File: config.mk
export PLATFORM = sky130hd
export DESIGN_NAME = pwm_quad
export DESIGN_NICKNAME = d
export VERILOG_FILES = /design/src/rtl/pwmc_pkg.sv /design/src/rtl/pwmc_regbank.sv /design/src/rtl/pwmc_channel.sv /design/src/rtl/pwm_quad.sv
export SDC_FILE = /design/constraint.sdc
export NUM_CORES = 2
export LEC_CHECK = 0
export BUFFER_PORTS_ARGS = -buffer_cell sky130_fd_sc_hd__buf_2
export CAP_MARGIN = 20
export CORE_MARGIN = 2
export CORE_UTILIZATION = 40
export DETAILED_ROUTE_END_ITERATION = 10
export GPL_ROUTABILITY_DRIVEN = 0
export PLACE_DENSITY_LB_ADDON = 0.25
export SLEW_MARGIN = 10
export SYNTH_ARGS = -nofsm -noshare
export SYNTH_HDL_FRONTEND = slang
export SYNTH_SLANG_ARGS = --single-unit
File: constraint.sdc
create_clock -name clk -period 5.7 [get_ports clk]
set_input_delay 1.71 -clock clk [delete_from_list [all_inputs] [get_ports clk]]
set_output_delay 1.71 -clock clk [all_outputs]
set_load 0.005 [all_outputs]
File: src/rtl/pwmc_pkg.sv
package pwmc_pkg;

    localparam int DATA_W     = 32;
    localparam int GROUP_SPAN = 8;

    typedef logic [DATA_W-1:0] word_t;

    typedef struct packed {
        word_t high_len;
        word_t cycle_len;
    } pwm_cfg_t;

    typedef enum logic {
        SEL_HIGH  = 1'b0,
        SEL_CYCLE = 1'b1
    } reg_sel_e;

    typedef struct packed {
        logic     hit;
        logic [7:0] chan;
        reg_sel_e sel;
    } reg_decode_t;

    function automatic reg_decode_t decode_addr(input logic [31:0] byte_addr,
                                                input int unsigned num_ch);
        reg_decode_t d;
        d.hit  = (byte_addr < num_ch * GROUP_SPAN);
        d.chan = byte_addr[10:3];
        d.sel  = reg_sel_e'(byte_addr[2]);
        return d;
    endfunction

    function automatic logic pwm_level(input pwm_cfg_t act, input word_t count);
        if (act.cycle_len == '0)
            return 1'b1;
        return (count < act.high_len);
    endfunction

endpackage

File: src/rtl/pwmc_regbank.sv
module pwmc_regbank
    import pwmc_pkg::*;
#(
    parameter int NUM_CH = 4,
    parameter int ADDR_W = 8
) (
    input  logic                        clk,
    input  logic                        rst,
    input  logic [ADDR_W-1:0]           bus_addr,
    input  logic                        bus_wr,
    input  logic [DATA_W-1:0]           bus_wdata,
    output logic [DATA_W-1:0]           bus_rdata,
    output pwm_cfg_t [NUM_CH-1:0]       cfg_q
);

    reg_decode_t dec;

    always_comb begin
        dec = decode_addr(32'(bus_addr), NUM_CH);
    end

    for (genvar c = 0; c < NUM_CH; c++) begin : g_grp
        logic sel_me;
        always_comb begin
            sel_me = dec.hit && (int'(dec.chan) == c);
        end

        always_ff @(posedge clk) begin
            if (rst) begin
                cfg_q[c] <= '0;
            end else if (bus_wr && sel_me) begin
                if (dec.sel == SEL_HIGH)
                    cfg_q[c].high_len <= bus_wdata;
                else
                    cfg_q[c].cycle_len <= bus_wdata;
            end
        end
    end

    always_comb begin
        bus_rdata = '0;
        for (int c = 0; c < NUM_CH; c++) begin
            if (dec.hit && int'(dec.chan) == c) begin
                bus_rdata = (dec.sel == SEL_HIGH) ? cfg_q[c].high_len
                                                  : cfg_q[c].cycle_len;
            end
        end
    end

endmodule

File: src/rtl/pwmc_channel.sv
module pwmc_channel
    import pwmc_pkg::*;
(
    input  logic     clk,
    input  logic     rst,
    input  pwm_cfg_t cfg,
    output pwm_cfg_t act,
    output word_t    count,
    output logic     pwm_o
);

    logic idle;
    logic wrap;

    always_comb begin
        idle = (act.cycle_len == '0);
        wrap = !idle && (count == act.cycle_len - word_t'(1));
    end

    always_ff @(posedge clk) begin
        if (rst) begin
            act   <= '0;
            count <= '0;
        end else if (idle || wrap) begin
            act   <= cfg;
            count <= '0;
        end else begin
            count <= count + word_t'(1);
        end
    end

    always_comb begin
        pwm_o = pwm_level(act, count);
    end

endmodule

File: src/rtl/pwm_quad.sv
module pwm_quad
    import pwmc_pkg::*;
#(
    parameter int NUM_CH = 4,
    parameter int ADDR_W = 8
) (
    input  logic                clk,
    input  logic                rst,
    input  logic [ADDR_W-1:0]   bus_addr,
    input  logic                bus_wr,
    input  logic [DATA_W-1:0]   bus_wdata,
    output logic [DATA_W-1:0]   bus_rdata,
    output logic [NUM_CH-1:0]   pwm_out
);

    pwm_cfg_t [NUM_CH-1:0] cfg_w;
    pwm_cfg_t [NUM_CH-1:0] act_w;
    word_t    [NUM_CH-1:0] cnt_w;

    pwmc_regbank #(.NUM_CH(NUM_CH), .ADDR_W(ADDR_W)) u_regs (
        .clk       (clk),
        .rst       (rst),
        .bus_addr  (bus_addr),
        .bus_wr    (bus_wr),
        .bus_wdata (bus_wdata),
        .bus_rdata (bus_rdata),
        .cfg_q     (cfg_w)
    );

    for (genvar c = 0; c < NUM_CH; c++) begin : g_ch
        pwmc_channel u_ch (
            .clk   (clk),
            .rst   (rst),
            .cfg   (cfg_w[c]),
            .act   (act_w[c]),
            .count (cnt_w[c]),
            .pwm_o (pwm_out[c])
        );
    end

endmodule

==> flow_summary.json <==
{
  "cts_setup_buffers": 0,
  "ir_worst_vdd_mv": 0.243,
  "die_w_um": 302,
  "rrSetupSlack_ns": 1.43,
  "dp.cells": 5266,
  "finalHoldViolations": 0,
  "powerDensity_mw_per_mm2": 250,
  "hold_ws_ns": 0.468,
  "finalCriticalPeriod_ns": 5.38,
  "via_count": 29500,
  "crit_fanout": 8,
  "wl_per_cell_um": 19.5,
  "grt_pass1_vias": 27600,
  "startpoint_type": "register",
  "synth-edff-count": 0,
  "max-cap-violations": 0,
  "r2r_end": "g_ch[1].u_ch.act[36]$_SDFFE_PP0P_",
  "crit_type": "register to output pin",
  "setup_viol": 0,
  "grtUsageTotal_pct": 22.6,
  "drtAntennaViolNets": 0,
  "ys_ff_latch": 640,
  "cts_buffer_depth": 3,
  "ff2ff_path_depth": 10,
  "cts_tree": "built",
  "synth-async-reset-ratio_pct": 0,
  "place_area_mm2": 0.0369,
  "skew_ns": 0.0336,
  "avgSynthCellArea_um2": 8.31,
  "postLayoutCellArea_mm2": 0.0393,
  "synth_area_leaders": "dfxtp_1, mux2i_1, nand2b_1",
  "ys_types": 68,
  "synth_commonest_cells": "dfxtp_1, nand2_1, nand2b_1",
  "worst_pin_slew_ns": 1.07,
  "n_antenna_cell": 0,
  "hold_path.class": "register to register",
  "grt_pass1_wl_mm": 162,
  "grt-ovfl-total": 0,
  "synth_area_leader_cell": "dfxtp_1",
  "postCtsResizedCells": 0,
  "area_growth_pct": 10.5,
  "finalCritPeriodShare_pct": 94.3,
  "fin_setup_tns_ns": 0,
  "first_pass_iters": 6,
  "final_max_slew_viol_count": 0,
  "dieArea_mm2": 0.0913,
  "hold_path_end": "u_regs.cfg_q[249]$_SDFFE_PP0P_",
  "worstPathArrival_ns": 3.67,
  "fin_nets": 4350,
  "r2r_start": "g_ch[1].u_ch.act[8]$_SDFFE_PP0P_",
  "synth.top_cell.area_share_pct": 36.0,
  "slew_headroom_pct": 28.2,
  "hp-start": "u_regs.cfg_q[249]$_SDFFE_PP0P_",
  "place_hpwl_mm": 75.0,
  "syn-cell-area_mm2": 0.0356,
  "cts.sinks": 640,
  "core_area_mm2": 0.0882,
  "status": "finished clean",
  "io_pins": 79,
  "final_layout_size_suffix_gt1_share_pct": 6.55,
  "ys_dominant_reg_cell": "dfxtp_1",
  "vias_per_cell": 5.47,
  "clk_pin_slew_ns": 0.06,
  "wirelength_mm": 105,
  "root_buffer": "clkbuf_16",
  "synth-seq-area-share_pct": 36.0,
  "insertion_delay_ns": 0.62,
  "ys_warn_count": 0,
  "cts_buffers": 71,
  "holdBufCountCts": 0,
  "rsz0062_at_grt": "no",
  "fin_cells": 5393,
  "start_util_pct": 40.3,
  "cts_htree_levels": 3,
  "p_leak_uw": 0.0138,
  "yosysMostFrequentCell": "dfxtp_1",
  "die_y_um": 302,
  "synthCells": 4281,
  "fin_total_pwr_uw": 9810,
  "synth_nets": 4456,
  "io_buffers": 76,
  "drc_errors": 0,
  "fp-row-count": 109,
  "required_ns": 3.99,
  "grt_max_degree": 139,
  "min_delay_path_depth": 2,
  "end_kind": "output pin",
  "max_freq_ghz": 0.186,
  "antenna_found_initial": 5,
  "drt-initial-drc-count": 2417
}
==> layer usage <==
| metal | GRT usage, % | routed length [um] | vias to the layer above |
|---|---|---|---|
| met3 | 4.06 | 7140 | 128 |
| li1 | - | - | 14500 |
| met2 | 34.7 | 45900 | 853 |
| met1 | 31.7 | 48800 | 14000 |
| met4 | 7.76 | 3120 | 4 |
| met5 | 0 | 22 | - |
==> power breakdown <==
| part | switching (uW) | leakage (uW) | total, uW | internal, uW |
|---|---|---|---|---|
| clock network | 1890 | 0.00117 | 4720 | 2830 |
| logic | 366 | 0.00746 | 587 | 221 |
| registers | 14.6 | 0.00515 | 4500 | 4490 |
==> state kept, by name, summed over array words and instances (netlist names) <==
| signal | flops |
|---|---|
| g_ch.u_ch.act | 256 |
| u_regs.cfg_q | 256 |
| g_ch.u_ch.count | 128 |
==> how the worst max path moves through the flow <==
stage                                      from             to  slack (ns)  cells past startpoint
6_report       g_ch[2].u_ch.act[2]$_SDFFE_PP0P_     pwm_out[2]        0.32                      7
5_1_grt        g_ch[2].u_ch.act[2]$_SDFFE_PP0P_     pwm_out[2]        0.23                      7
4_1_cts        g_ch[2].u_ch.act[2]$_SDFFE_PP0P_     pwm_out[2]        0.31                      7
2_1_floorplan                       bus_addr[2]   bus_rdata[0]        0.64                      6
3_3_place_gp                        bus_addr[2]  bus_rdata[23]        0.58                      6
3_5_place_dp                        bus_addr[7]  bus_rdata[25]        0.57                      7
==> kinds of logic (layout without fill, tap and decap cells) <==
family,Yosys count,in the layout,share of synthesized area [%]
DFF,640,640,36.0
xor gates and xnor gates,290,290,7.14
muxes,358,358,10.1
and+or+nand+nor,1747,1747,25.6
buffers and inverters,471,418,5.19
AOI/OAI and AO/OA,643,643,11.2
adders and majority gates,132,132,4.64
==> metrics by stage <==
step,setup slack (ns),util (%)
floorplan,0.637,-
global placement,0.584,41.8
detailed placement,0.568,41.8
CTS,0.309,44.5
global route,0.232,44.5
finish,0.322,44.5
==> area by class of cell <==
type | count | area, um2
sequential | 640 | 12800
clock buffer | 113 | 2170
clock inverter | 13 | 209
tap | 1165 | 1460
timing repair buffer | 141 | 1080
multi-input combinational | 3170 | 21000
inverter | 151 | 567
fill | 8725 | 48900
==> critical path, stage by stage, from the launching register on <==
cell	delay, ns
dfxtp_1	0.37
or4_1	0.66
or4_1	0.71
nor4_1	0.40
and3_1	0.31
nor2_1	0.07
o21ai_0	0.28
buf_2	0.24
==> layout by cell type, fill, tap and decap left out, drive strengths merged, types with 113 or more instances in the layout <==
cell type and n:
nand2b 469, nor3 122, mux2i 355, nand2 604
xnor2 147, a21oi 289, xor2 143, clkbuf 113
inv 153, buf 141, ha 132, dfxtp 640
(Power assumes the default switching activity.)
